<file path="src/rtl/pif_pkg.sv">
package pif_pkg;
  localparam int SW_W   = 64;
  localparam int CODE_W = 4;
  localparam int IC_W   = 16;
  localparam int IC_LO  = SW_W - 1 - 31;  // status-word bit 31 -> port index 32

  typedef enum logic [1:0] {ST_IDLE, ST_STORE, ST_FETCH} pif_state_e;

  // Status-word bits are numbered from the most significant end.
  function automatic int sw_idx(input int b);
    return SW_W - 1 - b;
  endfunction

  function automatic logic is_maskable(input logic [CODE_W-1:0] c);
    return (c == 4'd8) || (c == 4'd10) || (c == 4'd13) || (c == 4'd14);
  endfunction

  // 1 when the status word lets this code interrupt.
  function automatic logic mask_allows(input logic [CODE_W-1:0] c,
                                       input logic [SW_W-1:0] sw);
    case (c)
      4'd8:    return sw[sw_idx(36)];
      4'd10:   return sw[sw_idx(37)];
      4'd13:   return sw[sw_idx(38)];
      4'd14:   return sw[sw_idx(39)];
      default: return 1'b1;
    endcase
  endfunction

  function automatic logic [SW_W-1:0] insert_icode(input logic [SW_W-1:0] sw,
                                                   input logic [IC_W-1:0] ic);
    logic [SW_W-1:0] r;
    r = sw;
    r[IC_LO +: IC_W] = ic;
    return r;
  endfunction
endpackage

</file>
<file path="src/rtl/pif_classify.sv">
module pif_classify
  import pif_pkg::*;
#(
  parameter int SVC_CODE_W = 8,
  parameter bit SVC_FIRST  = 1'b0
) (
  input  logic                  exc_valid,
  input  logic [CODE_W-1:0]     exc_code,
  input  logic                  svc_valid,
  input  logic [SVC_CODE_W-1:0] svc_code,
  input  logic [SW_W-1:0]       cur_sw,
  output logic                  pick_take,
  output logic                  pick_svc,
  output logic                  pick_supp,
  output logic [SW_W-1:0]       pick_word
);
  logic exc_live, exc_allow, exc_take, svc_take;
  logic [IC_W-1:0] icode;

  always_comb begin
    exc_live  = exc_valid && (exc_code != '0);
    exc_allow = mask_allows(exc_code, cur_sw);
    exc_take  = exc_live && exc_allow;
    svc_take  = svc_valid && (SVC_FIRST || !exc_take);
    pick_svc  = svc_take;
    pick_take = svc_take || exc_take;
    pick_supp = exc_live && !exc_allow;
    icode     = svc_take ? IC_W'(svc_code) : IC_W'(exc_code);
    pick_word = insert_icode(cur_sw, icode);
  end
endmodule

</file>
<file path="src/rtl/pif_seq.sv">
module pif_seq
  import pif_pkg::*;
#(
  parameter int              ADDR_W       = 24,
  parameter logic [ADDR_W-1:0] PGM_OLD_ADDR = ADDR_W'(40),
  parameter logic [ADDR_W-1:0] PGM_NEW_ADDR = ADDR_W'(104),
  parameter logic [ADDR_W-1:0] SVC_OLD_ADDR = ADDR_W'(32),
  parameter logic [ADDR_W-1:0] SVC_NEW_ADDR = ADDR_W'(96)
) (
  input  logic              clk,
  input  logic              rst_n,
  input  logic              go_take,
  input  logic              go_svc,
  input  logic              go_supp,
  input  logic [SW_W-1:0]   go_word,
  output logic              mem_req,
  output logic              mem_we,
  output logic [ADDR_W-1:0] mem_addr,
  output logic [SW_W-1:0]   mem_wdata,
  input  logic [SW_W-1:0]   mem_rdata,
  input  logic              mem_ready,
  output logic [SW_W-1:0]   new_sw_o,
  output logic              taken_o,
  output logic              suppressed_o,
  output logic              svc_o,
  output logic              done_o,
  output logic              busy_o
);
  pif_state_e      state;
  logic [SW_W-1:0] old_q;
  logic            idle, store_fire, fetch_fire;

  assign idle       = (state == ST_IDLE);
  assign store_fire = (state == ST_STORE) && mem_ready;
  assign fetch_fire = (state == ST_FETCH) && mem_ready;
  assign busy_o     = !idle;
  assign mem_req    = !idle;
  assign mem_we     = (state == ST_STORE);
  assign mem_wdata  = old_q;

  always_comb begin
    case (state)
      ST_STORE: mem_addr = svc_o ? SVC_OLD_ADDR : PGM_OLD_ADDR;
      ST_FETCH: mem_addr = svc_o ? SVC_NEW_ADDR : PGM_NEW_ADDR;
      default:  mem_addr = '0;
    endcase
  end

  always_ff @(posedge clk) begin
    if (!rst_n) begin
      state        <= ST_IDLE;
      old_q        <= '0;
      new_sw_o     <= '0;
      taken_o      <= 1'b0;
      suppressed_o <= 1'b0;
      svc_o        <= 1'b0;
      done_o       <= 1'b0;
    end else begin
      taken_o      <= 1'b0;
      suppressed_o <= 1'b0;
      done_o       <= 1'b0;
      case (state)
        ST_IDLE: begin
          suppressed_o <= go_supp;
          if (go_take) begin
            taken_o <= 1'b1;
            svc_o   <= go_svc;
            old_q   <= go_word;
            state   <= ST_STORE;
          end
        end
        ST_STORE: if (store_fire) state <= ST_FETCH;
        ST_FETCH: if (fetch_fire) begin
          new_sw_o <= mem_rdata;
          done_o   <= 1'b1;
          state    <= ST_IDLE;
        end
        default: state <= ST_IDLE;
      endcase
    end
  end

  // a stalled transfer keeps its address, data and direction
  p_hold_r9: assert property (@(posedge clk) disable iff (!rst_n)
    mem_req && !mem_ready |=> mem_req && $stable(mem_addr) && $stable(mem_wdata) && $stable(mem_we));
  // a lone suppression starts no traffic
  p_supp_quiet_r4: assert property (@(posedge clk) disable iff (!rst_n)
    suppressed_o && !taken_o |-> !mem_req);
  // a taken interrupt opens with the store
  p_store_first_r5: assert property (@(posedge clk) disable iff (!rst_n)
    taken_o |-> mem_req && mem_we);
  // the read follows the completed write
  p_read_next_r5: assert property (@(posedge clk) disable iff (!rst_n)
    mem_req && mem_we && mem_ready |=> mem_req && !mem_we);
  // done only after a completed read
  p_done_r6: assert property (@(posedge clk) disable iff (!rst_n)
    done_o |-> $past(fetch_fire) && !busy_o);
endmodule

</file>
<file path="src/rtl/prog_irq_filter.sv">
module prog_irq_filter
  import pif_pkg::*;
#(
  parameter int                ADDR_W       = 24,
  parameter int                SVC_CODE_W   = 8,
  parameter logic [ADDR_W-1:0] PGM_OLD_ADDR = ADDR_W'(40),
  parameter logic [ADDR_W-1:0] PGM_NEW_ADDR = ADDR_W'(104),
  parameter logic [ADDR_W-1:0] SVC_OLD_ADDR = ADDR_W'(32),
  parameter logic [ADDR_W-1:0] SVC_NEW_ADDR = ADDR_W'(96),
  parameter bit                SVC_FIRST    = 1'b0
) (
  input  logic                  clk,
  input  logic                  rst_n,
  input  logic                  exc_valid,
  input  logic [3:0]            exc_code,
  input  logic                  svc_valid,
  input  logic [SVC_CODE_W-1:0] svc_code,
  input  logic [63:0]           cur_sw,
  output logic                  mem_req,
  output logic                  mem_we,
  output logic [ADDR_W-1:0]     mem_addr,
  output logic [63:0]           mem_wdata,
  input  logic [63:0]           mem_rdata,
  input  logic                  mem_ready,
  output logic [63:0]           new_sw_o,
  output logic                  taken_o,
  output logic                  suppressed_o,
  output logic                  svc_o,
  output logic                  done_o,
  output logic                  busy_o
);
  logic            pick_take, pick_svc, pick_supp;
  logic [SW_W-1:0] pick_word;

  pif_classify #(.SVC_CODE_W(SVC_CODE_W), .SVC_FIRST(SVC_FIRST)) u_classify (
    .exc_valid (exc_valid),
    .exc_code  (exc_code),
    .svc_valid (svc_valid),
    .svc_code  (svc_code),
    .cur_sw    (cur_sw),
    .pick_take (pick_take),
    .pick_svc  (pick_svc),
    .pick_supp (pick_supp),
    .pick_word (pick_word)
  );

  pif_seq #(
    .ADDR_W(ADDR_W), .PGM_OLD_ADDR(PGM_OLD_ADDR), .PGM_NEW_ADDR(PGM_NEW_ADDR),
    .SVC_OLD_ADDR(SVC_OLD_ADDR), .SVC_NEW_ADDR(SVC_NEW_ADDR)
  ) u_seq (
    .clk          (clk),
    .rst_n        (rst_n),
    .go_take      (pick_take),
    .go_svc       (pick_svc),
    .go_supp      (pick_supp),
    .go_word      (pick_word),
    .mem_req      (mem_req),
    .mem_we       (mem_we),
    .mem_addr     (mem_addr),
    .mem_wdata    (mem_wdata),
    .mem_rdata    (mem_rdata),
    .mem_ready    (mem_ready),
    .new_sw_o     (new_sw_o),
    .taken_o      (taken_o),
    .suppressed_o (suppressed_o),
    .svc_o        (svc_o),
    .done_o       (done_o),
    .busy_o       (busy_o)
  );

  // unmaskable codes always interrupt when accepted
  p_unmasked_r2: assert property (@(posedge clk) disable iff (!rst_n)
    exc_valid && (exc_code != 4'd0) && !is_maskable(exc_code) && !busy_o |=> taken_o);
  // a cleared mask bit suppresses its code
  p_maskzero_r3: assert property (@(posedge clk) disable iff (!rst_n)
    exc_valid && is_maskable(exc_code) && !mask_allows(exc_code, cur_sw) && !busy_o |=> suppressed_o);
  // supervisor calls are never masked
  p_svc_r7: assert property (@(posedge clk) disable iff (!rst_n)
    svc_valid && !busy_o |=> taken_o);
  // nothing starts while a sequence runs
  p_busy_r10: assert property (@(posedge clk) disable iff (!rst_n)
    busy_o |=> !taken_o && !suppressed_o);
endmodule

</file>
<file path="config.mk">
export PLATFORM = sky130hd
export DESIGN_NAME = prog_irq_filter
export DESIGN_NICKNAME = d
export VERILOG_FILES = /design/src/rtl/pif_pkg.sv /design/src/rtl/pif_classify.sv /design/src/rtl/pif_seq.sv /design/src/rtl/prog_irq_filter.sv
export SDC_FILE = /design/constraint.sdc
export NUM_CORES = 1
export LEC_CHECK = 0
export BUFFER_PORTS_ARGS = -buffer_cell sky130_fd_sc_hd__buf_2
export CORE_AREA = 2 2 101 176
export DETAILED_ROUTE_END_ITERATION = 6
export DIE_AREA = 0 0 103 178
export PLACE_DENSITY = 0.81
export SLEW_MARGIN = 5
export SYNTH_ARGS = -nofsm -noshare
export SYNTH_HDL_FRONTEND = slang
export SYNTH_HIERARCHICAL = 1
export SYNTH_SLANG_ARGS = --single-unit
</file>
<file path="constraint.sdc">
create_clock -name clk -period 1.84 [get_ports clk]
set_input_delay 0.092 -clock clk [delete_from_list [all_inputs] [get_ports clk]]
set_output_delay 0.092 -clock clk [all_outputs]
set_load 0.02 [all_outputs]
</file>
==> summary.md <==
| Metric | Value |
|---|---|
| Die extent in x | `103 µm` |
| Worst Hold Path EP | `u_seq/mem_wdata[34]` |
| Startpoint types | `input port` |
| Final Setup Violations | `0` |
| Status | `completed` |
| Inserted Clock Buffers | `17` |
| Critical Path RT | `2.18 ns` |
| R2R Setup Slk | `0.27 ns` |
| Largest net degree at the start of global routing | `137` |
| Fin crit period | `1.733 ns` |
| Final wirelength | `18,970 µm` |
| Crit. Startpoint | `cur_sw[27]` |
| Post-synth EDFFs | `0` |
| Synth-to-Final Area Change | `45.87%` |
| RR Startpoint | `u_seq/state[0]` |
| Row Count | `63` |
| Placement Cell Area | `7276 µm²` |
| Hold path start | `svc_code[2]` |
| Postcts setup bufs | `0` |
| Share of layout cells above drive strength 1 | `38.50%` |
| Syn Inst Count | `717` |
| RSZ-0062 raised after global routing | `false` |
| WS Path Type | `input port to flip-flop` |
| Ys async rst share | `0%` |
| Largest delay share family, worst path | `buffers and inverters` |
| Max-Cap Viols | `0` |
| Final slew viol count | `0` |
| Total grt overflow | `0` |
| Max FO, Critical Path | `24` |
| Final worst hold slack | `0.1016 ns` |
| Detail Placement HPWL | `10,940 µm` |
| Worst R2R End | `u_seq/new_sw_o[53]` |
| CTS Sinks | `134` |
| Post-synthesis average cell area | `8.804 µm²` |
| CP arrival | `2.07 ns` |
| Worst Setup End Kind | `flip-flop` |
| CTS Buffer Depth | `2` |
| Power per cell area | `1180 nW/µm²` |
| Worst Slack Setup Final | `0.1069 ns` |
| CP bufs+invs | `3` |
| Vias in the first global route | `5,972` |
| Max VDD drop | `0.6486 mV` |
| GP Congestion | `0.8178` |
| Maximum clock rate | `577.0 MHz` |
| I/O Pins | `304` |
| Routed vias/inst | `4.564` |
| Prevailing post-synth register cell | `dfxtp_1` |
| Hold Violations, Final | `0` |
| TritonCTS clock tree | `done` |
| Post-route cell area | `9208 µm²` |
| Fin nets | `1,190` |
| Slowest stage delay, CP | `0.53 ns` |
| Worst Hold Class | `input port to flip-flop` |
| Total GRT Usage | `19.86%` |
| Drt initial violations | `221` |
| Top-count cell post-synth | `nand2_1` |
| Vias | `5,842` |
| Placed cells | `1,127` |
| Worst path cell trace | `dlygate4sd3_1, buf_2, nor2_2, o311ai_2, o21a_2, or2_4, nand2_4, clkbuf_16, nand2_1, a21boi_0` |
| DRC errors left | `0` |
| Top post-synthesis cells by count | `253 x nand2_1, 134 x dfxtp_1, 82 x buf_4` |
| Syn. warnings | `6` |
| Worst Skew | `0.01122 ns` |
| Fin crit share | `94.19%` |
| Die area | `18,330 µm²` |
| Initial Util | `37.42%` |
| Setup TNS | `0 ns` |
| WL per Instance | `14.82 µm` |
| Hold depth | `5` |
| Distinct cell type count after synthesis | `38` |
| R2R depth | `6` |
| H-tree levels | `4` |
| Core Area | `16,870 µm²` |
| Root Driver | `clkbuf_16` |
| Synth area leaders | `dfxtp_1 42%, nand2_1 15%, a21boi_2 10%, buf_4 9.8%, a21boi_1 6.3%` |
| Final antenna-violating net count | `0` |
| First-pass GRT wire length | `28,410 µm` |
| Post-synth top area share | `42.50%` |
| Seq/Total Area, Yosys | `42.50%` |
| Pre-antenna DRT Iters | `4` |
| Skew-Pair Late Insertion Delay | `0.42 ns` |
| Yosys reg bits | `134` |
| Clock slew at reported path FFs | `0.07 ns` |
| Initial antenna violation count | `0` |
| P_leak | `4.177 nW` |
| Die Y | `178 µm` |
| Post-route insts no fill | `1,280` |
| PortBufs | `266` |
| Critical Path Slowest Stage Cell | `dlygate4sd3_1` |
| Setup slack at placement | `0.007670 ns` |
| Cell area after synthesis | `6312 µm²` |
| Yosys top cell by area | `dfxtp_1` |
[state kept, by name, indices dropped and copies added (netlist names)]
name,count
u_seq/svc_o,1
u_seq/suppressed_o,1
u_seq/state,2
u_seq/new_sw_o,64
u_seq/taken_o,1
u_seq/done_o,1
u_seq/mem_wdata,64
[report_power, final]
group          total [mW]  switching, mW  internal [mW]
combinational        3.57           2.19           1.38
clock                3.76           1.34           2.42
sequential           3.54          0.207           3.33
total                10.9           3.74           7.13
[placed cells by master (no fill, tap or decap), drive strengths merged]
| cell | Yosys | layout |
|---|---|---|
| o22ai | 3 | 3 |
| conb | 2 | 29 |
| clkinvlp | 0 | 3 |
| nor2b | 1 | 1 |
| nor2 | 8 | 8 |
| o311ai | 1 | 1 |
| o41a | 1 | 1 |
| dlygate4sd3 | 0 | 117 |
| nand2 | 274 | 274 |
| or2 | 1 | 1 |
| inv | 7 | 9 |
| o21a | 1 | 1 |
| mux2i | 4 | 4 |
| o221ai | 2 | 2 |
| o311a | 1 | 1 |
| clkinv | 0 | 4 |
| a21oi | 1 | 1 |
| a31o | 1 | 1 |
| bufinv | 0 | 5 |
| ha | 6 | 6 |
| nor3 | 1 | 1 |
| clkbuf | 16 | 21 |
| dfxtp | 134 | 134 |
| diode | 0 | 1 |
| nand3 | 1 | 1 |
| buf | 109 | 281 |
| nor3b | 2 | 2 |
| and2 | 2 | 2 |
| o22a | 1 | 1 |
| o21bai | 2 | 2 |
| a21boi | 129 | 129 |
| and3 | 3 | 3 |
| a311o | 3 | 3 |
[metrics by stage]
stage	total power [mW]	utilization (%)
final	10.87	54.58
after global placement	6.562	43.13
after CTS	10.64	53.95
after global routing	11.42	54.57
after detailed placement	6.633	43.13
after floorplan	5.855	-
[worst max path at each step]
stage | endpoint | slack, ns | depth (start not counted)
floorplan | u_seq/mem_wdata[13] | 0.11 | 9
global placement | u_seq/mem_wdata[10] | 0.07 | 9
detailed placement | u_seq/mem_wdata[2] | 0.008 | 9
CTS | u_seq/svc_o | 0.05 | 10
global route | u_seq/mem_wdata[3] | 0.04 | 10
finish | u_seq/mem_wdata[1] | 0.11 | 10
[worst reg2reg max path, cell delays in order, from the launching register on]
cell and delay (ns):
dfxtp_1 0.33, inv_1 0.13, ha_2 0.27, and2_4 0.31, buf_12 0.23, nand2_1 0.12, a21boi_2 0.12
[cell families after synthesis]
family          share of synthesized area, %
simple gates                           18.73
compound gates                         21.41
flops                                  42.50
buf+inv                                15.42
fa+ha+maj                              1.189
mux                                   0.6343
other cells                           0.1190
[what timing repair did]
item | 4_1_cts | 5_1_grt
endpoints found under the hold margin | 117 | 0
resized for setup | 0 | 9
hold buffers | 117 | 0
setup endpoints to repair | 0 | 63
[layout make-up]
class | count | area, µm²
Timing Repair Buffer | 401 | 2778
Tap cell | 227 | 284.0
Clock inverter | 14 | 225.2
Fill cell | 1412 | 7661
Clock buffer | 18 | 429.2
Inverter | 7 | 26.28
Multi-Input combinational cell | 478 | 2780
Sequential cell | 134 | 2683
Antenna cell | 1 | 2.502
[metal layers]
metal  wire length [µm]  up-vias  part of all wire [%]  track usage, %
li1                   -     2843                     -               -
met1               6853     2693                    36           19.85
met2              10180      249                    54           35.77
met3               1067       57                   5.6           5.133
met4                868        0                   4.6           11.90
met5                  0        -                     0               0
(Power assumes the default switching activity.)
